[config.mk]
export PLATFORM = sky130hd
export DESIGN_NAME = sdram_mode_writer
export DESIGN_NICKNAME = d
export VERILOG_FILES = /design/src/rtl/sdmw_pkg.sv /design/src/rtl/sdmw_decode.sv /design/src/rtl/sdmw_shift.sv /design/src/rtl/sdmw_seq.sv /design/src/rtl/sdram_mode_writer.sv
export SDC_FILE = /design/constraint.sdc
export NUM_CORES = 1
export LEC_CHECK = 0
export ABC_AREA = 1
export ABC_CLOCK_PERIOD_IN_PS = 2250
export BUFFER_PORTS_ARGS = -buffer_cell sky130_fd_sc_hd__buf_2
export CORE_MARGIN = 8
export CORE_UTILIZATION = 41
export CTS_CLUSTER_SIZE = 24
export DETAILED_ROUTE_END_ITERATION = 12
export PLACE_DENSITY = 0.79
export SLEW_MARGIN = 10
export SYNTH_ARGS = -nofsm -noshare
export SYNTH_HDL_FRONTEND = slang
export SYNTH_SLANG_ARGS = --single-unit
[constraint.sdc]
create_clock -name clk -period 2.25 [get_ports clk]
set_input_delay 0.3375 -clock clk [delete_from_list [all_inputs] [get_ports clk]]
set_output_delay 0.3375 -clock clk [all_outputs]
set_load 0.05 [all_outputs]
[src/rtl/sdmw_pkg.sv]
package sdmw_pkg;
  typedef enum logic [1:0] {
    ST_IDLE = 2'd0,
    ST_CMD  = 2'd1,
    ST_WAIT = 2'd2,
    ST_ACK  = 2'd3
  } seq_state_t;

  localparam int N_AREA = 2;
endpackage

[src/rtl/sdmw_decode.sv]
module sdmw_decode #(
  parameter int             AW      = 32,
  parameter int             OFF_W   = 12,
  parameter logic [AW-1:0]  BASE_A2 = 32'hFFFF_D000,
  parameter logic [AW-1:0]  BASE_A3 = 32'hFFFF_E000,
  parameter logic [OFF_W-1:0] MAX_OFF = 12'hFFC
) (
  input  logic [AW-1:0]    addr,
  output logic             hit,
  output logic             area,
  output logic             in_range,
  output logic [OFF_W-1:0] off
);
  localparam int PAGE_W = AW - OFF_W;

  logic [PAGE_W-1:0] page;
  logic              hit_lo;
  logic              hit_hi;

  always_comb begin
    page     = addr[AW-1:OFF_W];
    off      = addr[OFF_W-1:0];
    hit_lo   = (page == BASE_A2[AW-1:OFF_W]);
    hit_hi   = (page == BASE_A3[AW-1:OFF_W]);
    hit      = hit_lo | hit_hi;
    area     = hit_hi;
    in_range = (off <= MAX_OFF);
  end

  always_comb begin
    p_one_window_r1: assert (!(hit_lo && hit_hi));
  end
endmodule

[src/rtl/sdmw_shift.sv]
module sdmw_shift #(
  parameter int OFF_W = 12,
  parameter int SD_AW = 12
) (
  input  logic [OFF_W-1:0] off,
  input  logic             wide,
  output logic [SD_AW-1:0] mode_val
);
  logic [OFF_W-1:0] by_two;
  logic [OFF_W-1:0] by_one;

  always_comb begin
    by_two   = off >> 2;
    by_one   = off >> 1;
    mode_val = wide ? SD_AW'(by_two) : SD_AW'(by_one);
  end
endmodule

[src/rtl/sdmw_seq.sv]
module sdmw_seq
  import sdmw_pkg::*;
#(
  parameter int SD_AW = 12,
  parameter int TMRD  = 2
) (
  input  logic             clk,
  input  logic             rst,
  input  logic             warm_rst,
  input  logic             req,
  input  logic             we,
  input  logic             hit,
  input  logic             area,
  input  logic             in_range,
  input  logic [SD_AW-1:0] mode_val,
  output logic             ack,
  output logic [N_AREA-1:0] cs_n,
  output logic             ras_n,
  output logic             cas_n,
  output logic             we_n,
  output logic [SD_AW-1:0] sd_addr,
  output logic [SD_AW-1:0] shadow [N_AREA]
);
  localparam int CNT_W = (TMRD < 2) ? 1 : $clog2(TMRD + 1);

  seq_state_t       state;
  logic [CNT_W-1:0] cnt;
  logic             accept;
  logic             issue;

  always_comb begin
    accept = (state == ST_IDLE) && req && hit;
    issue  = accept && we && in_range;
  end

  always_ff @(posedge clk) begin
    if (rst || warm_rst) begin
      state   <= ST_IDLE;
      cs_n    <= '1;
      ras_n   <= 1'b1;
      cas_n   <= 1'b1;
      we_n    <= 1'b1;
      ack     <= 1'b0;
      cnt     <= '0;
      sd_addr <= '0;
    end else begin
      case (state)
        ST_IDLE: begin
          if (issue) begin
            cs_n    <= ~(N_AREA'(1) << area);
            ras_n   <= 1'b0;
            cas_n   <= 1'b0;
            we_n    <= 1'b0;
            sd_addr <= mode_val;
            state   <= ST_CMD;
          end else if (accept) begin
            ack   <= 1'b1;
            state <= ST_ACK;
          end
        end
        ST_CMD: begin
          cs_n  <= '1;
          ras_n <= 1'b1;
          cas_n <= 1'b1;
          we_n  <= 1'b1;
          cnt   <= CNT_W'(TMRD - 1);
          state <= ST_WAIT;
        end
        ST_WAIT: begin
          if (cnt == '0) begin
            ack   <= 1'b1;
            state <= ST_ACK;
          end else begin
            cnt <= cnt - 1'b1;
          end
        end
        default: begin
          ack   <= 1'b0;
          state <= ST_IDLE;
        end
      endcase
    end
  end

  // Stored copies survive both resets; contents undefined until first command.
  always_ff @(posedge clk) begin
    if (issue && !rst && !warm_rst) shadow[area] <= mode_val;
  end

  p_single_cs_r1: assert property (@(posedge clk) disable iff (rst)
    $countones(~cs_n) <= 1);

  p_cmd_strobes_r5: assert property (@(posedge clk) disable iff (rst)
    (cs_n != '1) |-> (!ras_n && !cas_n && !we_n));

  p_cmd_one_cycle_r5: assert property (@(posedge clk) disable iff (rst)
    !ras_n |=> (ras_n && cs_n == '1));

  p_no_ack_in_cmd_r6: assert property (@(posedge clk) disable iff (rst)
    (cs_n != '1) |-> !ack);

  p_ack_pulse_r6: assert property (@(posedge clk) disable iff (rst)
    ack |=> !ack);

  p_read_no_cmd_r8: assert property (@(posedge clk) disable iff (rst)
    (accept && !we && !warm_rst) |=> (cs_n == '1 && ack));

  for (genvar g = 0; g < N_AREA; g++) begin : g_shadow_chk
    p_shadow_match_r12: assert property (@(posedge clk) disable iff (rst)
      !cs_n[g] |-> (shadow[g] == sd_addr));
  end
endmodule

[src/rtl/sdram_mode_writer.sv]
module sdram_mode_writer
  import sdmw_pkg::*;
#(
  parameter int               AW      = 32,
  parameter int               DW      = 32,
  parameter int               OFF_W   = 12,
  parameter int               SD_AW   = 12,
  parameter int               TMRD    = 2,
  parameter logic [AW-1:0]    BASE_A2 = 32'hFFFF_D000,
  parameter logic [AW-1:0]    BASE_A3 = 32'hFFFF_E000,
  parameter logic [OFF_W-1:0] MAX_OFF = 12'hFFC
) (
  input  logic              clk,
  input  logic              rst,
  input  logic              warm_rst,
  input  logic              cfg_wide,
  input  logic              bus_req,
  input  logic              bus_we,
  input  logic [AW-1:0]     bus_addr,
  input  logic [DW-1:0]     bus_wdata,
  output logic              bus_ack,
  output logic [DW-1:0]     bus_rdata,
  output logic [N_AREA-1:0] sd_cs_n,
  output logic              sd_ras_n,
  output logic              sd_cas_n,
  output logic              sd_we_n,
  output logic [SD_AW-1:0]  sd_addr,
  output logic [SD_AW-1:0]  shadow_a2,
  output logic [SD_AW-1:0]  shadow_a3
);
  logic             hit;
  logic             area;
  logic             in_range;
  logic [OFF_W-1:0] off;
  logic [SD_AW-1:0] mode_val;
  logic [SD_AW-1:0] shadow [N_AREA];
  logic             wdata_unused;

  assign wdata_unused = ^bus_wdata;
  assign bus_rdata    = '0;
  assign shadow_a2    = shadow[0];
  assign shadow_a3    = shadow[1];

  sdmw_decode #(
    .AW(AW), .OFF_W(OFF_W), .BASE_A2(BASE_A2), .BASE_A3(BASE_A3), .MAX_OFF(MAX_OFF)
  ) u_decode (
    .addr(bus_addr), .hit(hit), .area(area), .in_range(in_range), .off(off)
  );

  sdmw_shift #(.OFF_W(OFF_W), .SD_AW(SD_AW)) u_shift (
    .off(off), .wide(cfg_wide), .mode_val(mode_val)
  );

  sdmw_seq #(.SD_AW(SD_AW), .TMRD(TMRD)) u_seq (
    .clk(clk), .rst(rst), .warm_rst(warm_rst),
    .req(bus_req), .we(bus_we), .hit(hit), .area(area), .in_range(in_range),
    .mode_val(mode_val), .ack(bus_ack), .cs_n(sd_cs_n),
    .ras_n(sd_ras_n), .cas_n(sd_cas_n), .we_n(sd_we_n),
    .sd_addr(sd_addr), .shadow(shadow)
  );
endmodule

==> results of run 1 <==
[final cells by class]
cell class                      instances  area, um2
Timing Repair Buffer                   80        410
Clock buffer                            5       68.8
Fill cell                             475       2500
Inverter                               23       86.3
Multi-Input combinational cell        169        761
Tap cell                               70       87.6
Clock inverter                          3       17.5
Sequential cell                        41       1040
[per-stage QoR]
stage | utilization, % | setup slack (ns) | cell area [um2]
after floorplan | - | 0.227 | 2200
after global placement | 47.9 | 0.308 | 2390
after detailed placement | 47.9 | 0.217 | 2390
after CTS | 49.7 | 0.204 | 2470
after global routing | 49.7 | 0.00934 | 2470
final | 49.7 | 0.207 | 2470
[logic make-up (layout without fill, tap and decap cells)]
family          count (synthesis)  in the layout
fa+ha+maj                       5              5
other cells                     1             35
buf+inv                        65            111
simple gates                  100            100
flops                          41             41
compound gates                 28             28
xor+xnor                        1              1
[registers in the layout (all words and copies together), names as in the netlist]
signal / flops
u_seq.sd_addr: 11
u_seq.cnt: 2
u_seq.shadow: 22
u_seq.state: 2
u_seq.cs_n: 2
u_seq.ras_n: 1
u_seq.ack: 1
[path summary, 6_finish.rpt]
kind	from	endpoint	slack (ns)
max	u_seq.state[1]	u_seq.shadow[0]	0.21
min	warm_rst	u_seq.cnt[0]	0.42
max reg2reg	u_seq.state[1]	u_seq.shadow[0]	0.21
min reg2reg	u_seq.cs_n[1]	u_seq.cs_n[1]	0.48
[cell usage in the layout, fill, tap and decap left out, drive strengths merged]
| cell type | instances |
|---|---|
| inv | 23 |
| o21bai | 1 |
| xor2 | 1 |
| dfxtp | 19 |
| o21ai | 17 |
| a211oi | 1 |
| nand3 | 7 |
| clkbuf | 5 |
| clkinv | 2 |
| a21oi | 9 |
| ha | 5 |
| clkinvlp | 1 |
| nor3 | 2 |
| nand2 | 46 |
| edfxtp | 22 |
| conb | 35 |
| nor2 | 45 |
| buf | 80 |
[worst max-delay path, stage by stage, from the launching register on]
cell	delay, ns
dfxtp_1	0.34
inv_1	0.12
ha_1	0.23
nand2_1	0.07
nor2_1	0.08
nand2_1	0.06
inv_1	0.05
nand2_2	0.09
nor2_4	0.11
inv_2	0.12
nor3_2	0.23
buf_4	0.24
[metal layers]
metal  vias up  GRT usage [%]  wire length (um)
met5         -              0                 0
met4         0           5.79                67
met3         4           5.00               520
met2        91           21.4              2090
met1       706           12.3              1960
li1        849              -                 -
[power groups by stage]
stage / combinational [mW] / clock [mW] / sequential (mW)
floorplan: 0.216 / 0 / 0.806
global placement: 0.212 / 0 / 0.806
detailed placement: 0.215 / 0 / 0.806
CTS: 0.215 / 0.475 / 0.789
global route: 0.234 / 0.501 / 0.789
finish: 0.218 / 0.462 / 0.789
==> results.yml, run 1 <==
setup_path:
  end_kind: "flip-flop"
  critPathKind: "flip-flop to flip-flop"
  cp.arrival_ns: 2.04
  critPathMaxFanout: 14
  r2r_cells: 11
  cp.required_ns: 2.25
  startpoint_type: "flip-flop"
clock_network:
  h-tree-depth: 2
  cts_buffers: 5
  post_cts_buffers: 0
  hold_buffers: 0
  clockRootBuffer: "clkbuf_8"
  ctsResizeCount: 0
  clockBufferDepth: 2
  insertion_delay_ns: 0.29
  cts_num_sinks: 41
  clk_pin_slew_ns: 0.08
  cts_tree: "done"
timing:
  min_period_over_period_pct: 90.8
  fin_crit_ns: 2.04
  setup_viol: 0
  skew_ns: 0.00527
  tns_ns: 0
  fmax_mhz: 489
  grt_setup_unrepaired: "false"
  maxSlewViolCount: 0
  hold-worst-slack_ns: 0.422
  finalHoldViolCount: 0
place:
  port-buffer-count: 76
  routabilityCongestion: 0.876
  placed_cells: 383
  post-dp-hpwl_mm: 3.84
pwr:
  p_int_mw: 1.04
  clockPowerShare_pct: 31.5
  power.density_nw_per_um2: 594
  fin_total_pwr_mw: 1.47
  switchingPower_mw: 0.428
  pwr-share-seq_pct: 53.7
  swShare_pct: 29.1
  power.leakage_nw: 1.19
  irDropWorstVdd_mv: 0.259
  power_frac_comb_pct: 14.8
drt:
  post_drt_wl_per_cell_um: 11.9
  dr.pass1.iters: 4
  finalWirelength_mm: 4.64
  drtAntennaViolNets: 0
  drtIter0Drc: 56
  drc: 0
  avgViaCountPerCell: 4.22
  vias: 1650
synthesis:
  synth-xor-area-share_pct: 0.423
  netlist_area_um2: 2070
  synth-compound-area-share_pct: 7.20
  ys_seq_elements: 41
  yosys.area_share.adder_pct: 3.02
  yosys.area_share.simple_pct: 19.8
  yosys-top-cells-count: "45 x nand2_1, 43 x nor2_1, 38 x buf_4"
  synth_flop_cell: "edfxtp_1"
  synth_edf_count: 22
  synth.distinct_cells: 22
  post-synth-top-count-cell: "nand2_1"
  muxShareOfSynthArea_pct: 0
  yosys.area.top_type_share_pct: 31.9
  synth_seq_area_share_pct: 50.3
  synth_top_family_by_area: "simple AND/OR/NAND/NOR gates"
  ys_top_cells_by_area: "edfxtp_1 32%, dfxtp_1 18%, buf_4 14%, nand2_1 8.2%, nor2_1 7.8%"
  netlist_instances: 241
  async_flop_share_pct: 0
  postSynthAreaPerCell_um2: 8.58
  yosysTopAreaCell: "edfxtp_1"
  yosysWarnings: 0
global_routing:
  grt_pass1_wl_mm: 7.29
  grt_overflow_total: 0
  grt_pass1_vias: 1712
  antenna_found_initial: 0
  track_usage_pct: 12.2
  grt_max_degree: 22
floorplanning:
  fp.dieH_um: 87.0
  dieArea_um2: 7570
  start_util_pct: 41.6
  core_area_um2: 4980
  die_x_um: 87.0
  rows: 26
  io_pins: 144
final_layout:
  drive_above_1_share_pct: 29.6
  num_antenna_cells: 0
  area_growth_pct: 19.5
  fin_nets: 395
  stdcell_count: 391
min_path:
  hold_class: "input port to flip-flop"
  worstHoldPathCells: 4
run:
  drv_cap: 0
status:
  status: "completed"
Note: power is estimated with default switching activity, not from simulation.
==> run 2: changes to the inputs <==
--- a/config.mk
+++ b/config.mk
@@ -6,13 +6,13 @@
 export NUM_CORES = 1
 export LEC_CHECK = 0
 export ABC_AREA = 1
-export ABC_CLOCK_PERIOD_IN_PS = 2250
+export ABC_CLOCK_PERIOD_IN_PS = 2600
 export BUFFER_PORTS_ARGS = -buffer_cell sky130_fd_sc_hd__buf_2
 export CORE_MARGIN = 8
-export CORE_UTILIZATION = 41
+export CORE_UTILIZATION = 44
 export CTS_CLUSTER_SIZE = 24
 export DETAILED_ROUTE_END_ITERATION = 12
-export PLACE_DENSITY = 0.79
+export PLACE_DENSITY = 0.84
 export SLEW_MARGIN = 10
 export SYNTH_ARGS = -nofsm -noshare
 export SYNTH_HDL_FRONTEND = slang
==> constraint.sdc (replaced) <==
create_clock -name clk -period 2.6 [get_ports clk]
set_input_delay 0.39 -clock clk [delete_from_list [all_inputs] [get_ports clk]]
set_output_delay 0.39 -clock clk [all_outputs]
set_load 0.05 [all_outputs]
==> run 2 against run 1 <==
Net effect: hold slack better by 0.047 ns; via count up 4.5%; critical path type unchanged; sequential power down 13%; non-clock buffer count down 1; cell count down 4.3%; global-route usage up 1.7 points; utilization up 4.2 points; register-to-register slack better by 0.25 ns; largest power group unchanged; wire length up 3.9%; clock skew down 0.00096 ns; die area down 5.6%.
==> results.yml, run 2 (synthesis results as in run 1) <==
clock_network:
  ctsResizeCount: 0
  clockRootBuffer: "clkbuf_8"
  h-tree-depth: 2
  post_cts_buffers: 0
  hold_buffers: 0
  insertion_delay_ns: 0.29
  cts_num_sinks: 41
  clockBufferDepth: 2
  cts_tree: "done"
  cts_buffers: 5
  clk_pin_slew_ns: 0.08
drt:
  drtAntennaViolNets: 0
  avgViaCountPerCell: 4.61
  finalWirelength_mm: 4.82
  dr.pass1.iters: 4
  post_drt_wl_per_cell_um: 12.9
  vias: 1724
  drtIter0Drc: 99
  drc: 0
min_path:
  worstHoldPathCells: 2
  min_from: "u_seq.cs_n[1]"
  hold_end: "u_seq.cs_n[1]"
  hold_class: "flip-flop to flip-flop"
setup_path:
  r2r_slack_ns: 0.46
  cp.arrival_ns: 2.14
  cp.required_ns: 2.60
  critPathMaxFanout: 14
  r2r_end: "u_seq.shadow[13]"
  startpoint_type: "flip-flop"
  r2r_cells: 11
  critPathKind: "flip-flop to flip-flop"
  end_kind: "flip-flop"
  r2r_start: "u_seq.state[0]"
global_routing:
  track_usage_pct: 13.9
  grt_pass1_wl_mm: 8.01
  grt_overflow_total: 0
  grt_max_degree: 22
  antenna_found_initial: 0
  grt_pass1_vias: 1824
final_layout:
  num_antenna_cells: 0
  fin_util_pct: 53.9
  layout_commonest_cell: "buf_2"
  largest_reg_flops: 22
  drive_above_1_share_pct: 29.4
  final_cell_mix: "76 x buf_2, 45 x nand2_1, 43 x nor2_1"
  top_register: "u_seq.shadow"
  stdcell_count: 374
  fillers: 437
  fin_nets: 394
  area_growth_pct: 20.7
  reg_top3: "u_seq.shadow (22), u_seq.sd_addr (11)"
status:
  status: "completed"
floorplanning:
  rows: 25
  io_pins: 144
  dieArea_um2: 7150
  start_util_pct: 44.7
  die_x_um: 84.6
  core_area_um2: 4630
  fp.dieH_um: 84.6
place:
  post-dp-hpwl_mm: 3.91
  routabilityCongestion: 0.797
  placed_cells: 366
  port-buffer-count: 76
timing:
  hold-worst-slack_ns: 0.469
  skew_ns: 0.00431
  setup_viol: 0
  finalHoldViolCount: 0
  tns_ns: 0
  fin_crit_ns: 2.14
  min_period_over_period_pct: 82.3
  fmax_mhz: 467
  maxSlewViolCount: 0
  grt_setup_unrepaired: "false"
run:
  drv_cap: 0
pwr:
  power.leakage_nw: 1.21
  power.density_nw_per_um2: 595
  irDropWorstVdd_mv: 0.265
## run 2: cell count changes in the layout (fill, tap and decap cells not counted)
cell        change
buf_4           -1
clkinv_2        -2
inv_6           +1
bufinv_16       +2
clkinvlp_4      -1
## run 2: worst max-delay path, cell delays in order (launching register included)
cell     delay (ns)
dfxtp_1        0.34
inv_1          0.10
ha_1           0.21
nand2_1        0.07
nor2_1         0.08
nand2_1        0.05
inv_1          0.06
nand2_2        0.09
nor2_4         0.28
inv_2          0.20
nor3_2         0.13
buf_4          0.23
## run 2: worst max-delay path by stage
stage,startpoint,to
floorplan,u_seq.state[0],u_seq.shadow[0]
global placement,u_seq.state[0],u_seq.shadow[12]
detailed placement,u_seq.state[0],u_seq.shadow[2]
CTS,u_seq.state[0],u_seq.shadow[2]
global route,u_seq.state[1],u_seq.shadow[14]
finish,u_seq.state[0],u_seq.shadow[13]
## run 2: routing by layer
layer / GRT usage, % / part of all wire, %
met3: 7.02 / 12
met4: 6.47 / 1.9
met1: 13.9 / 40
met2: 23.6 / 46
met5: 0 / 0
## run 2: final cells by class
cell class	count	area [um2]	share of cell area [%]
Clock buffer	5	68.8	2.76
Clock inverter	3	68.8	2.76
Inverter	23	86.3	3.46
Multi-Input combinational cell	169	761	30.5
Sequential cell	41	1040	41.7
Tap cell	54	67.6	2.71
Timing Repair Buffer	79	403	16.1
## run 2: power breakdown
part | switching (mW) | internal [mW]
clock network | 0.226 | 0.386
logic | 0.157 | 0.0332
registers | 0.000000178 | 0.683
## run 2: stage by stage
stage | worst slack, ns | instance area, um2 | total power [mW]
finish | 0.459 | 2500 | 1.49
global placement | 0.508 | 2360 | 0.880
floorplan | 0.577 | 2200 | 0.885
CTS | 0.435 | 2500 | 1.50
global route | 0.224 | 2500 | 1.54
detailed placement | 0.444 | 2360 | 0.885
